<file path="src/rtl/plm_pkg.sv">
package plm_pkg;
  localparam int PLM_CNT_W = 16;

  function automatic int unsigned plm_sum_w(input int unsigned lanes);
    return $clog2(lanes + 1);
  endfunction
endpackage

</file>
<file path="src/rtl/plm_lane_sort.sv">
module plm_lane_sort #(
  parameter int LANES    = 4,
  parameter bit USE_STRB = 1'b1,
  parameter int SUM_W    = 3
) (
  input  logic [LANES-1:0] keep,
  input  logic [LANES-1:0] strb,
  output logic [SUM_W-1:0] n_data,
  output logic [SUM_W-1:0] n_pos
);
  logic [LANES-1:0] is_data;
  logic [LANES-1:0] is_pos;

  generate
    for (genvar g = 0; g < LANES; g++) begin : g_lane
      if (USE_STRB) begin : g_strb
        assign is_data[g] = keep[g] & strb[g];
        assign is_pos[g]  = keep[g] & ~strb[g];
      end else begin : g_nostrb
        assign is_data[g] = keep[g];
        assign is_pos[g]  = 1'b0;
      end
    end
  endgenerate

  always_comb begin
    n_data = '0;
    n_pos  = '0;
    for (int i = 0; i < LANES; i++) begin
      n_data = n_data + SUM_W'(is_data[i]);
      n_pos  = n_pos + SUM_W'(is_pos[i]);
    end
  end
endmodule

</file>
<file path="src/rtl/plm_tally.sv">
module plm_tally #(
  parameter int CNT_W = 16,
  parameter int INC_W = 3
) (
  input  logic             clk,
  input  logic             rst_n,
  input  logic             step,
  input  logic             close,
  input  logic [INC_W-1:0] inc,
  output logic [CNT_W-1:0] result
);
  logic [CNT_W-1:0] run_q;
  logic [CNT_W-1:0] sum;

  assign sum = run_q + {{(CNT_W-INC_W){1'b0}}, inc};

  always_ff @(posedge clk) begin
    if (!rst_n) begin
      run_q  <= '0;
      result <= '0;
    end else if (step) begin
      if (close) begin
        run_q  <= '0;
        result <= sum;
      end else begin
        run_q <= sum;
      end
    end
  end
endmodule

</file>
<file path="src/rtl/pkt_len_meter.sv">
module pkt_len_meter
  import plm_pkg::*;
#(
  parameter int DATA_W   = 32,
  parameter int CNT_W    = PLM_CNT_W,
  parameter bit USE_STRB = 1'b1
) (
  input  logic                clk,
  input  logic                rst_n,
  input  logic [DATA_W-1:0]   up_data,
  input  logic [DATA_W/8-1:0] up_keep,
  input  logic [DATA_W/8-1:0] up_strb,
  input  logic                up_valid,
  input  logic                up_last,
  output logic                up_ready,
  output logic [DATA_W-1:0]   dn_data,
  output logic [DATA_W/8-1:0] dn_keep,
  output logic [DATA_W/8-1:0] dn_strb,
  output logic                dn_valid,
  output logic                dn_last,
  input  logic                dn_ready,
  output logic                res_valid,
  output logic [CNT_W-1:0]    res_data_bytes,
  output logic [CNT_W-1:0]    res_pos_bytes,
  output logic [CNT_W-1:0]    res_beats
);
  localparam int LANES = DATA_W / 8;
  localparam int SUM_W = plm_sum_w(LANES);

  // Straight-through link, no register in the path
  assign dn_data  = up_data;
  assign dn_keep  = up_keep;
  assign dn_strb  = up_strb;
  assign dn_valid = up_valid;
  assign dn_last  = up_last;
  assign up_ready = dn_ready;

  logic             xfer;
  logic [SUM_W-1:0] n_data;
  logic [SUM_W-1:0] n_pos;

  assign xfer = up_valid & dn_ready;

  plm_lane_sort #(.LANES(LANES), .USE_STRB(USE_STRB), .SUM_W(SUM_W)) sort_i (
    .keep(up_keep), .strb(up_strb), .n_data(n_data), .n_pos(n_pos)
  );

  plm_tally #(.CNT_W(CNT_W), .INC_W(SUM_W)) data_tally_i (
    .clk(clk), .rst_n(rst_n), .step(xfer), .close(up_last),
    .inc(n_data), .result(res_data_bytes)
  );

  plm_tally #(.CNT_W(CNT_W), .INC_W(SUM_W)) pos_tally_i (
    .clk(clk), .rst_n(rst_n), .step(xfer), .close(up_last),
    .inc(n_pos), .result(res_pos_bytes)
  );

  plm_tally #(.CNT_W(CNT_W), .INC_W(1)) beat_tally_i (
    .clk(clk), .rst_n(rst_n), .step(xfer), .close(up_last),
    .inc(1'b1), .result(res_beats)
  );

  always_ff @(posedge clk) begin
    if (!rst_n) res_valid <= 1'b0;
    else        res_valid <= xfer & up_last;
  end
endmodule

</file>
<file path="config.mk">
export PLATFORM = sky130hd
export DESIGN_NAME = pkt_len_meter
export DESIGN_NICKNAME = d
export VERILOG_FILES = /design/src/rtl/plm_pkg.sv /design/src/rtl/plm_lane_sort.sv /design/src/rtl/plm_tally.sv /design/src/rtl/pkt_len_meter.sv
export SDC_FILE = /design/constraint.sdc
export NUM_CORES = 1
export LEC_CHECK = 0
export BUFFER_PORTS_ARGS = -buffer_cell sky130_fd_sc_hd__buf_2
export CORE_ASPECT_RATIO = 2
export CORE_UTILIZATION = 25
export CTS_BUF_LIST = sky130_fd_sc_hd__clkbuf_4
export DETAILED_ROUTE_END_ITERATION = 10
export GPL_TIMING_DRIVEN = 0
export HOLD_SLACK_MARGIN = 0.1
export PLACE_DENSITY = 0.43
export SYNTH_ARGS = -nofsm -noshare
export SYNTH_HDL_FRONTEND = slang
export SYNTH_SLANG_ARGS = --single-unit
</file>
<file path="constraint.sdc">
create_clock -name clk -period 4.25 [get_ports clk]
set_clock_uncertainty 0.2 [all_clocks]
set_input_delay 0.6375 -clock clk [delete_from_list [all_inputs] [get_ports clk]]
set_output_delay 0.6375 -clock clk [all_outputs]
set_load 0.01 [all_outputs]
</file>
==> impl_metrics.tcl <==
set metrics [dict create \
    status "finished clean" \
    pre_cts_ws_ns 0.130 \
    grt_use_total_pct 17.3 \
    setup_tns_ns 0 \
    cts_resized 0 \
    ys_async_sr_fraction_pct 0 \
    wl_um 18000 \
    holdWs_ns 0.277 \
    drv_cap 0 \
    grt_remaining_overflow 0 \
    postLayoutCoreUtil_pct 30.5 \
    area_growth_pct 19.5 \
    avgSynthCellArea_sq_um 8.16 \
    die_h_um 206 \
    gp_congestion 0.888 \
    rsz0062_at_grt "false" \
    fmax_mhz 274 \
    final_cell_mix "buf_2 (107), dfxtp_1 (97), o21ai_0 (59)" \
    drtAntennaViolNets 0 \
    setup_ws_ns 0.605 \
    synth_cell_types 54 \
    ys_ff_latch 97 \
    grt_pass1_wl_um 28000 \
    die_area_sq_mm 0.0215 \
    syn_area_sq_mm 0.00522 \
    intPower_mw 1.27 \
    die_w_um 104 \
    drive_above_1_share_pct 22.4 \
    hold_viol_final 0 \
    power_leakage_nw 2.33 \
    nNetsFinal 813 \
    min_period_ns 3.65 \
    ioPinCount 137 \
    final_common_cell "buf_2" \
    synth_edf_count 0 \
    power_frac_seq_pct 53.2 \
    clock-sinks 97 \
    syn_nets 699 \
    layout.cells.non_filler 1025 \
    core_sq_mm 0.0205 \
    routed_via_density 5.05 \
    p_total_mw 1.77 \
    netSwitchingFraction_pct 28.4 \
    grt_max_degree 17 \
    yosysTopAreaCell "dfxtp_1" \
    cts_made_buffers 9 \
    start_kind "primary input" \
    synth_area_leaders "dfxtp_1 (37%), buf_4 (6.2%), o21ai_0 (5.7%)" \
    first_pass_iters 5 \
    finalCritPeriodShare_pct 85.8 \
    ys.flop_type "dfxtp_1" \
    cp.arrival_ns 3.88 \
    holdBufCountCts 0 \
    antenna_found_initial 1 \
    crit_required_ns 4.49 \
    rrSetupSlack_ns 1.49 \
    p_clk_share_pct 33.4 \
    clock_latency_ns 0.51 \
    yosysWarnings 0 \
    cts_setup_buffers 0 \
    wire_per_inst_um 17.6 \
    synth_top_area_share_pct 37.2 \
    drc 0 \
    ys_seq_area_share_pct 37.2 \
    placementRows 74 \
    cp_max_fo 10 \
    power_density_mw_per_mm2 284 \
    slew_headroom_pct 11.1 \
    grt_pass1_vias 4948 \
    placed_area_sq_mm 0.00606 \
    drv_slew 0 \
    combPwrFrac_pct 13.3 \
    setup_violations 0 \
    cts.path.max_buffers 2 \
    root_buffer "clkbuf_4" \
    worst_pin_slew_ns 1.32 \
    fill_cells 2216 \
    fin_area_sq_mm 0.00623 \
    switching_power_mw 0.503 \
    worstSetupPathType "primary input to flip-flop" \
    initial_core_util_pct 25.5 \
    portBuffers 103 \
    ir_drop_mv 0.125 \
    hp-class "flip-flop to flip-flop" \
    dp.final_hpwl_um 13400 \
    clk_pin_slew_ns 0.16 \
    drt_iter0_drc 261 \
    htreeDepth 3 \
    vias 5178 \
    dp_cells 1008 \
    end_kind "flip-flop" \
    netlist_instances 639 \
    tritoncts "done" \
]
[layer usage]
metal	GRT usage, %	wire length (um)
met1	18.6	7200
met5	0	0
met2	31.5	9120
met3	2.62	906
met4	10.5	822
[cell type report]
class | count | area [sq um] | share of cell area (%)
multi-input combinational | 438 | 2720 | 43.6
sequential | 97 | 1940 | 31.2
timing repair buffer | 103 | 515 | 8.27
buffer | 92 | 513 | 8.23
tap | 266 | 333 | 5.34
clock inverter | 6 | 92.6 | 1.49
clock buffer | 10 | 75.1 | 1.20
inverter | 12 | 45.0 | 0.723
antenna | 1 | 2.50 | 0.0401
[worst max-delay path, cell delays in order]
cell and delay, ns:
buf_2 0.11, and2_1 0.16, ha_1 0.32, fa_1 0.41, ha_1 0.34, inv_1 0.07
fa_1 0.44, nor2b_1 0.24, o2111ai_1 0.27, clkbuf_1 0.32, or3_1 0.40, a31oi_1 0.16
[kinds of logic (layout without fill, tap and decap cells)]
| kind of cell | count (synthesis) | after routing | synth area share (%) |
|---|---|---|---|
| xor gates and xnor gates | 28 | 28 | 4.70 |
| other | 0 | 1 | 0 |
| AOI/OAI and AO/OA | 187 | 187 | 22.0 |
| buffers and inverters | 104 | 223 | 10.7 |
| and+or+nand+nor | 207 | 207 | 21.0 |
| DFF | 97 | 97 | 37.2 |
| muxes | 1 | 1 | 0.192 |
| adders and majority gates | 15 | 15 | 4.17 |
[state kept, by name, indices dropped and copies added (netlist names)]
signal / cells
beat_tally_i.result: 16
beat_tally_i.run_q: 16
data_tally_i.result: 16
data_tally_i.run_q: 16
pos_tally_i.result: 16
pos_tally_i.run_q: 16
res_valid: 1
[power groups by stage]
| stage | clock network [mW] | registers, mW | logic [mW] |
|---|---|---|---|
| 2_1_floorplan | 0 | 0.970 | 0.127 |
| 3_3_place_gp | 0 | 0.962 | 0.238 |
| 3_5_place_dp | 0 | 0.963 | 0.239 |
| 4_1_cts | 0.611 | 0.944 | 0.240 |
| 5_1_grt | 0.647 | 0.947 | 0.259 |
| 6_report | 0.592 | 0.943 | 0.236 |
[worst paths after layout]
check / cells past startpoint / startpoint / endpoint
min: 2 / pos_tally_i.result[0] / pos_tally_i.result[0]
max reg2reg: 8 / data_tally_i.run_q[0] / data_tally_i.result[14]
max: 12 / up_keep[0] / data_tally_i.result[14]
min reg2reg: 2 / pos_tally_i.result[0] / pos_tally_i.result[0]
[synthesized netlist by cell type, drive strengths merged (5+ instances only)]
library cell and number:
a41oi 5, and2 8, xor2 10, nand4 16
nor4 6, a21oi 45, ha 11, nor3 14
xnor2 18, a31oi 26, buf 51, nand3 26
and3 10, or4 8, or3 17, inv 10
a211oi 9, dfxtp 97, clkbuf 41, a32o 5
nand2 41, o21ai 60, nor2b 7, o211ai 9
nor2 37
Power figures use the tool's default switching activity.
